===== config.mk =====
export PLATFORM = sky130hd
export DESIGN_NAME = rd_burst_agent
export DESIGN_NICKNAME = d
export VERILOG_FILES = /design/src/rtl/rba_pkg.sv /design/src/rtl/rba_sync_fifo.sv /design/src/rtl/rba_addr_ctr.sv /design/src/rtl/rba_credit.sv /design/src/rtl/rd_burst_agent.sv
export SDC_FILE = /design/constraint.sdc
export NUM_CORES = 1
export LEC_CHECK = 0
export ABC_AREA = 0
export CORE_MARGIN = 2
export CORE_UTILIZATION = 63
export CTS_CLUSTER_SIZE = 40
export DETAILED_ROUTE_END_ITERATION = 10
export HOLD_SLACK_MARGIN = 0.12
export PLACE_DENSITY = 0.95
export RECOVER_POWER = 50
export SYNTH_ARGS = -nofsm -noshare
export SYNTH_HDL_FRONTEND = slang
export SYNTH_SLANG_ARGS = --single-unit

===== constraint.sdc =====
create_clock -name clk_i -period 5.4 [get_ports clk_i]
set_input_delay 1.08 -clock clk_i [delete_from_list [all_inputs] [get_ports clk_i]]
set_output_delay 1.08 -clock clk_i [all_outputs]
set_load 0.03 [all_outputs]

===== src/rtl/rba_pkg.sv =====
package rba_pkg;
  typedef enum logic {GATE_NONE, GATE_GUARD} gate_e;

  function automatic int unsigned cnt_w(input int unsigned n);
    return $clog2(n + 1);
  endfunction
endpackage


===== src/rtl/rba_sync_fifo.sv =====
module rba_sync_fifo
  import rba_pkg::*;
#(
  parameter int unsigned W         = 8,
  parameter int unsigned DEPTH     = 4,
  parameter gate_e       PUSH_GATE = GATE_GUARD,
  parameter gate_e       POP_GATE  = GATE_GUARD,
  localparam int unsigned PW       = (DEPTH > 1) ? $clog2(DEPTH) : 1,
  localparam int unsigned LVW      = cnt_w(DEPTH)
) (
  input  logic           clk_i,
  input  logic           rst_ni,
  input  logic           push_i,
  input  logic [W-1:0]   wdata_i,
  input  logic           pop_i,
  output logic [W-1:0]   rdata_o,
  output logic           empty_o,
  output logic           full_o,
  output logic [LVW-1:0] level_o
);
  logic [W-1:0]   mem_q [DEPTH];
  logic [PW-1:0]  wr_ptr_q, rd_ptr_q;
  logic [LVW-1:0] level_q;
  logic           wr_en, rd_en;

  assign empty_o = (level_q == '0);
  assign full_o  = (level_q == LVW'(DEPTH));
  assign level_o = level_q;
  assign rdata_o = mem_q[rd_ptr_q];

  generate
    if (PUSH_GATE == GATE_GUARD) begin : g_wr_guard
      assign wr_en = push_i & ~full_o;
    end else begin : g_wr_free
      assign wr_en = push_i;
    end
    if (POP_GATE == GATE_GUARD) begin : g_rd_guard
      assign rd_en = pop_i & ~empty_o;
    end else begin : g_rd_free
      // consumer guarantees data is present
      assign rd_en = pop_i;
    end
  endgenerate

  function automatic logic [PW-1:0] bump(input logic [PW-1:0] p);
    return (p == PW'(DEPTH - 1)) ? '0 : p + PW'(1);
  endfunction

  always_ff @(posedge clk_i) begin
    if (wr_en) mem_q[wr_ptr_q] <= wdata_i;
  end

  always_ff @(posedge clk_i or negedge rst_ni) begin
    if (!rst_ni) begin
      wr_ptr_q <= '0;
      rd_ptr_q <= '0;
      level_q  <= '0;
    end else begin
      if (wr_en) wr_ptr_q <= bump(wr_ptr_q);
      if (rd_en) rd_ptr_q <= bump(rd_ptr_q);
      case ({wr_en, rd_en})
        2'b10:   level_q <= level_q + LVW'(1);
        2'b01:   level_q <= level_q - LVW'(1);
        default: level_q <= level_q;
      endcase
    end
  end
endmodule


===== src/rtl/rba_addr_ctr.sv =====
module rba_addr_ctr #(
  parameter int unsigned AW = 16,
  parameter int unsigned LW = 8
) (
  input  logic          clk_i,
  input  logic          rst_ni,
  input  logic          head_valid_i,
  input  logic [AW-1:0] head_addr_i,
  input  logic [LW-1:0] head_len_i,
  input  logic          credit_ok_i,
  input  logic          gnt_i,
  output logic          head_pop_o,
  output logic          req_o,
  output logic [AW-1:0] addr_o,
  output logic          adv_o
);
  logic [AW-1:0] addr_q;
  logic [LW-1:0] left_q;
  logic          busy;

  assign busy       = (left_q != '0);
  assign head_pop_o = ~busy & head_valid_i;
  assign req_o      = busy & credit_ok_i;
  assign adv_o      = req_o & gnt_i;
  assign addr_o     = addr_q;

  always_ff @(posedge clk_i or negedge rst_ni) begin
    if (!rst_ni) begin
      addr_q <= '0;
      left_q <= '0;
    end else if (head_pop_o) begin
      // zero-length heads load zero and are replaced next cycle
      addr_q <= head_addr_i;
      left_q <= head_len_i;
    end else if (adv_o) begin
      addr_q <= addr_q + AW'(1);
      left_q <= left_q - LW'(1);
    end
  end
endmodule


===== src/rtl/rba_credit.sv =====
module rba_credit
  import rba_pkg::*;
#(
  parameter int unsigned DEPTH = 8,
  localparam int unsigned CW   = cnt_w(DEPTH)
) (
  input  logic clk_i,
  input  logic rst_ni,
  input  logic take_i,
  input  logic give_i,
  output logic ok_o
);
  logic [CW-1:0] resv_q;

  assign ok_o = (resv_q < CW'(DEPTH));

  always_ff @(posedge clk_i or negedge rst_ni) begin
    if (!rst_ni) begin
      resv_q <= '0;
    end else begin
      case ({take_i, give_i})
        2'b10:   resv_q <= resv_q + CW'(1);
        2'b01:   resv_q <= resv_q - CW'(1);
        default: resv_q <= resv_q;
      endcase
    end
  end
endmodule


===== src/rtl/rd_burst_agent.sv =====
module rd_burst_agent
  import rba_pkg::*;
#(
  parameter int unsigned AW        = 16,
  parameter int unsigned LW        = 8,
  parameter int unsigned DW        = 32,
  parameter int unsigned REQ_DEPTH = 4,
  parameter int unsigned RET_DEPTH = 8,
  localparam int unsigned RLW      = cnt_w(RET_DEPTH)
) (
  input  logic           clk_i,
  input  logic           rst_ni,
  input  logic           req_push_i,
  input  logic [AW-1:0]  req_addr_i,
  input  logic [LW-1:0]  req_len_i,
  output logic           req_full_o,
  output logic           req_ovf_o,
  output logic           mem_req_o,
  output logic [AW-1:0]  mem_addr_o,
  input  logic           mem_gnt_i,
  input  logic           mem_rvalid_i,
  input  logic [DW-1:0]  mem_rdata_i,
  input  logic           ret_pop_i,
  output logic [DW-1:0]  ret_data_o,
  output logic [RLW-1:0] ret_level_o
);
  localparam int unsigned EW  = AW + LW;
  localparam int unsigned QLW = cnt_w(REQ_DEPTH);

  logic [EW-1:0]  q_head;
  logic           q_empty, q_pop, adv, credit_ok, ovf_q, ret_empty, ret_full;
  logic [QLW-1:0] q_level;

  rba_sync_fifo #(
    .W(EW), .DEPTH(REQ_DEPTH), .PUSH_GATE(GATE_GUARD), .POP_GATE(GATE_GUARD)
  ) u_req_q (
    .clk_i, .rst_ni,
    .push_i  (req_push_i),
    .wdata_i ({req_addr_i, req_len_i}),
    .pop_i   (q_pop),
    .rdata_o (q_head),
    .empty_o (q_empty),
    .full_o  (req_full_o),
    .level_o (q_level)
  );

  rba_addr_ctr #(.AW(AW), .LW(LW)) u_ctr (
    .clk_i, .rst_ni,
    .head_valid_i (~q_empty),
    .head_addr_i  (q_head[EW-1:LW]),
    .head_len_i   (q_head[LW-1:0]),
    .credit_ok_i  (credit_ok),
    .gnt_i        (mem_gnt_i),
    .head_pop_o   (q_pop),
    .req_o        (mem_req_o),
    .addr_o       (mem_addr_o),
    .adv_o        (adv)
  );

  rba_credit #(.DEPTH(RET_DEPTH)) u_credit (
    .clk_i, .rst_ni,
    .take_i (adv),
    .give_i (ret_pop_i),
    .ok_o   (credit_ok)
  );

  rba_sync_fifo #(
    .W(DW), .DEPTH(RET_DEPTH), .PUSH_GATE(GATE_NONE), .POP_GATE(GATE_NONE)
  ) u_ret_q (
    .clk_i, .rst_ni,
    .push_i  (mem_rvalid_i),
    .wdata_i (mem_rdata_i),
    .pop_i   (ret_pop_i),
    .rdata_o (ret_data_o),
    .empty_o (ret_empty),
    .full_o  (ret_full),
    .level_o (ret_level_o)
  );

  always_ff @(posedge clk_i or negedge rst_ni) begin
    if (!rst_ni) ovf_q <= 1'b0;
    else         ovf_q <= req_push_i & req_full_o;
  end
  assign req_ovf_o = ovf_q;

  logic unused;
  assign unused = ^{q_level, ret_empty, ret_full};
endmodule


==> results.ini <==
[status]
status = complete, but fails checks
violated_checks = max-capacitance violations, max-slew violations

[grt]
initial_antenna_violation_count = 2
grt_overflow_total = 0
vias_in_the_first_global_route = 8588
grt_util_all_layers = 0.264
pin_count_of_the_biggest_net_entering_global_routing = 47
grt_first_pass_wirelength_um = 51300

[sta]
finalHoldViolCount = 0
totalNegativeSetupSlack_ns = 0
relSlewSlack = -0.762
rsz0062_at_grt = no
layout_worst_path_cycle_share = 0.827
max_clock_freq_ghz = 0.224
final-setup-viol-count = 0
timing_worst_slew_pin_value_ns = 2.64
clock_skew_ns = 0.0191
slew_viol_final = 158
finalCriticalPeriod_ns = 4.47

[setup_path]
timing.rr.start = u_ctr.left_q[0]
worst-endpoint-required_ns = 4.32
worstPathMaxFanout = 42
timing.reg2reg.setup_slack_ns = 1.35
setup.worst_path.end_class = primary output
rr_worst_depth = 12
rr_endpoint = u_req_q.level_o[2]
cpMaxStageDelayCell = sky130_fd_sc_hd__dfrtp_4
path_buf_inv = 2
timing.critical_path.cells = buf_12 > mux4_2 > mux2_2 > clkdlybuf4s50_1
arrival_ns = 3.39
setup.worst_path.start_class = flop
critical_path.top_delay_family = flip-flops
critical_path.max_stage_delay_ns = 0.98
crit_type = reg -> out

[routing]
via_count = 8047
drt_wl_total_um = 33400
vias_per_cell = 6.30
drcViolationCount = 0
drt.antenna.violating_nets = 0
wl_per_cell_um = 26.2
drtIter0Drc = 788
drt_first_pass_iters = 5

[final_layout]
n_fill_cell = 1260
commonest_cells_after_routing_fill_and_taps_aside = 352 x sky130_fd_sc_hd__edfxtp_1, 87 x sky130_fd_sc_hd__mux4_2, 58 x sky130_fd_sc_hd__dlygate4sd3_1
design.final.nets = 1008
mostFrequentLayoutCell = sky130_fd_sc_hd__edfxtp_1
ratio_of_cells_with_drive_above_1_in_the_final_layout = 0.221
design_area_um2 = 18500
flow.area_growth_from_synthesis_pct = 17.7

[worst_hold_path]
holdCritPathClass = reg -> reg
min_delay_worst_endpoint = u_ret_q.level_o[3]
hold-path-cell-count = 1
hold_path.startpoint = u_ret_q.level_o[3]

[die]
io-pin-count = 117
coreArea_um2 = 24400
initial_core_util = 0.645
dieWidth_um = 162
die-height_um = 162
dieArea_um2 = 26300
fp-row-count = 57

[synthesis]
post_synth_inst_count = 780
synth.top_cell.area_share = 0.672
yosysWarningCount = 0
synth.ff_latch_count = 398
synth_seq_area_share = 0.745
cell_taking_the_most_area_after_synthesis = sky130_fd_sc_hd__edfxtp_1
synth_cell_type_count = 50
cells_taking_the_most_area_after_synthesis = sky130_fd_sc_hd__edfxtp_1 67%, sky130_fd_sc_hd__mux4_2 12%, sky130_fd_sc_hd__dfrtp_1 7.3%
synth-async-reset-ratio = 0.116
synth_area_um2 = 15700
synth_top_flop_cell = sky130_fd_sc_hd__edfxtp_1
syn_avg_cell_area_um2 = 20.2
synth-edff-count = 352
post_synth_net_total = 862

[cts]
tritoncts_clock_tree = yes
cts_setup_buffers = 0
clock_latency_ns = 0.53
cts_hold_buf = 0
clk_pin_slew_ns = 0.06
postCtsResizedCells = 0
numCtsBuffers = 39
clock_path_buffers = 3
clock_sinks = 398
htreeDepth = 2
root_buffer = sky130_fd_sc_hd__clkbuf_16

[power_and_ir_drop]
worst_ir_drop_vdd_uv = 367
power-per-cell-area_nw_per_um2 = 534
totalPowerFinal_mw = 9.90
power.static_leakage_nw = 6.15

[placed_design]
detailed_placer_s_ending_hpwl_um = 19600
place.gp.congestion = 0.769
placement.cell_area_um2 = 17400
io_buffer_count = 116

[job]
max_cap_violation_count = 5

==> worst reg2reg max path, delay by kind of cell, from the launching register on <==
| family | cells | cell delay, ns |
|---|---|---|
| flip-flops | 1 | 0.41 |
| adder cells (fa/ha/maj) | 3 | 0.88 |
| XOR/XNOR | 2 | 0.31 |
| AND/OR/NAND/NOR | 3 | 0.35 |
| buffers and inverters | 4 | 1.98 |
==> area by class of cell <==
| class | count | area (um^2) | share of cell area |
|---|---|---|---|
| Sequential cell | 398 | 11700 | 0.633 |
| Multi-Input combinational cell | 331 | 3840 | 0.207 |
| Timing Repair Buffer | 135 | 1290 | 0.0698 |
| Clock buffer | 61 | 1100 | 0.0594 |
| Tap cell | 324 | 405 | 0.0219 |
| Inverter | 21 | 78.8 | 0.00426 |
| Clock inverter | 6 | 72.6 | 0.00392 |
| Antenna cell | 1 | 2.50 | 0.000135 |
==> cell families after synthesis <==
| family | after synthesis | share of synthesized area |
|---|---|---|
| mux | 131 | 0.157 |
| compound gates | 54 | 0.0212 |
| simple gates | 111 | 0.0376 |
| xor+xnor | 15 | 0.00835 |
| fa+ha+maj | 20 | 0.0169 |
| flops | 398 | 0.745 |
| buf+inv | 51 | 0.0143 |
==> report_power, final <==
| group | total, mW | leakage, nW | switching, mW | internal, mW |
|---|---|---|---|---|
| clock | 2.52 | 0.565 | 1.07 | 1.45 |
| sequential | 4.37 | 3.74 | 0.454 | 3.92 |
| combinational | 3.01 | 1.85 | 1.59 | 1.42 |
| total | 9.90 | 6.15 | 3.11 | 6.78 |
==> layer usage <==
metal,track usage,up-vias,wire length [um]
li1,-,3458,-
met4,0.0688,4,777
met5,0,-,31
met3,0.0429,74,2270
met2,0.480,415,18400
met1,0.336,4096,12000
==> through the flow <==
step,utilization,cells,hold slack [ns],setup slack [ns]
global placement,0.712,1209,0.462,1.58
global route,0.759,1276,0.496,0.749
floorplan,-,780,0.468,1.55
CTS,0.760,1276,0.476,0.873
detailed placement,0.712,1209,0.463,1.48
finish,0.759,1277,0.471,0.932
==> registers in the layout, summed over array words and instances, names as in the netlist, 3 cells and up <==
| name | flops |
|---|---|
| u_ret_q.mem_q | 256 |
| u_req_q.mem_q | 96 |
| u_ctr.addr_o | 16 |
| u_ctr.left_q | 8 |
| u_credit.resv_q | 4 |
| u_ret_q.level_o | 4 |
| u_req_q.level_o | 3 |
| u_ret_q.rd_ptr_q | 3 |
| u_ret_q.wr_ptr_q | 3 |
==> cell usage after synthesis, drive strengths merged, types with 3 or more instances <==
cell	number
nand2b	6
xor2	7
mux4	88
dfrtp	46
o31ai	7
nand3	7
nand4	3
ha	18
buf	15
or3	9
clkbuf	15
mux2	39
a31oi	14
a21oi	6
o21ai	18
nand2	25
and3	7
mux2i	4
nor3	7
nor2	29
xnor2	8
or4	9
inv	21
edfxtp	352
==> worst max-delay path by stage <==
| stage | to | cells past startpoint | slack, ns | start |
|---|---|---|---|---|
| after floorplan | u_ret_q.mem_q[0][0] | 2 | 1.55 | mem_rvalid_i |
| after global placement | ret_data_o[15] | 4 | 1.58 | u_ret_q.rd_ptr_q[0] |
| after detailed placement | ret_data_o[3] | 4 | 1.48 | u_ret_q.rd_ptr_q[0] |
| after CTS | ret_data_o[3] | 4 | 0.87 | u_ret_q.rd_ptr_q[0] |
| after global routing | ret_data_o[3] | 4 | 0.75 | u_ret_q.rd_ptr_q[0] |
| final | ret_data_o[3] | 4 | 0.93 | u_ret_q.rd_ptr_q[0] |
Power figures use the tool's default switching activity.
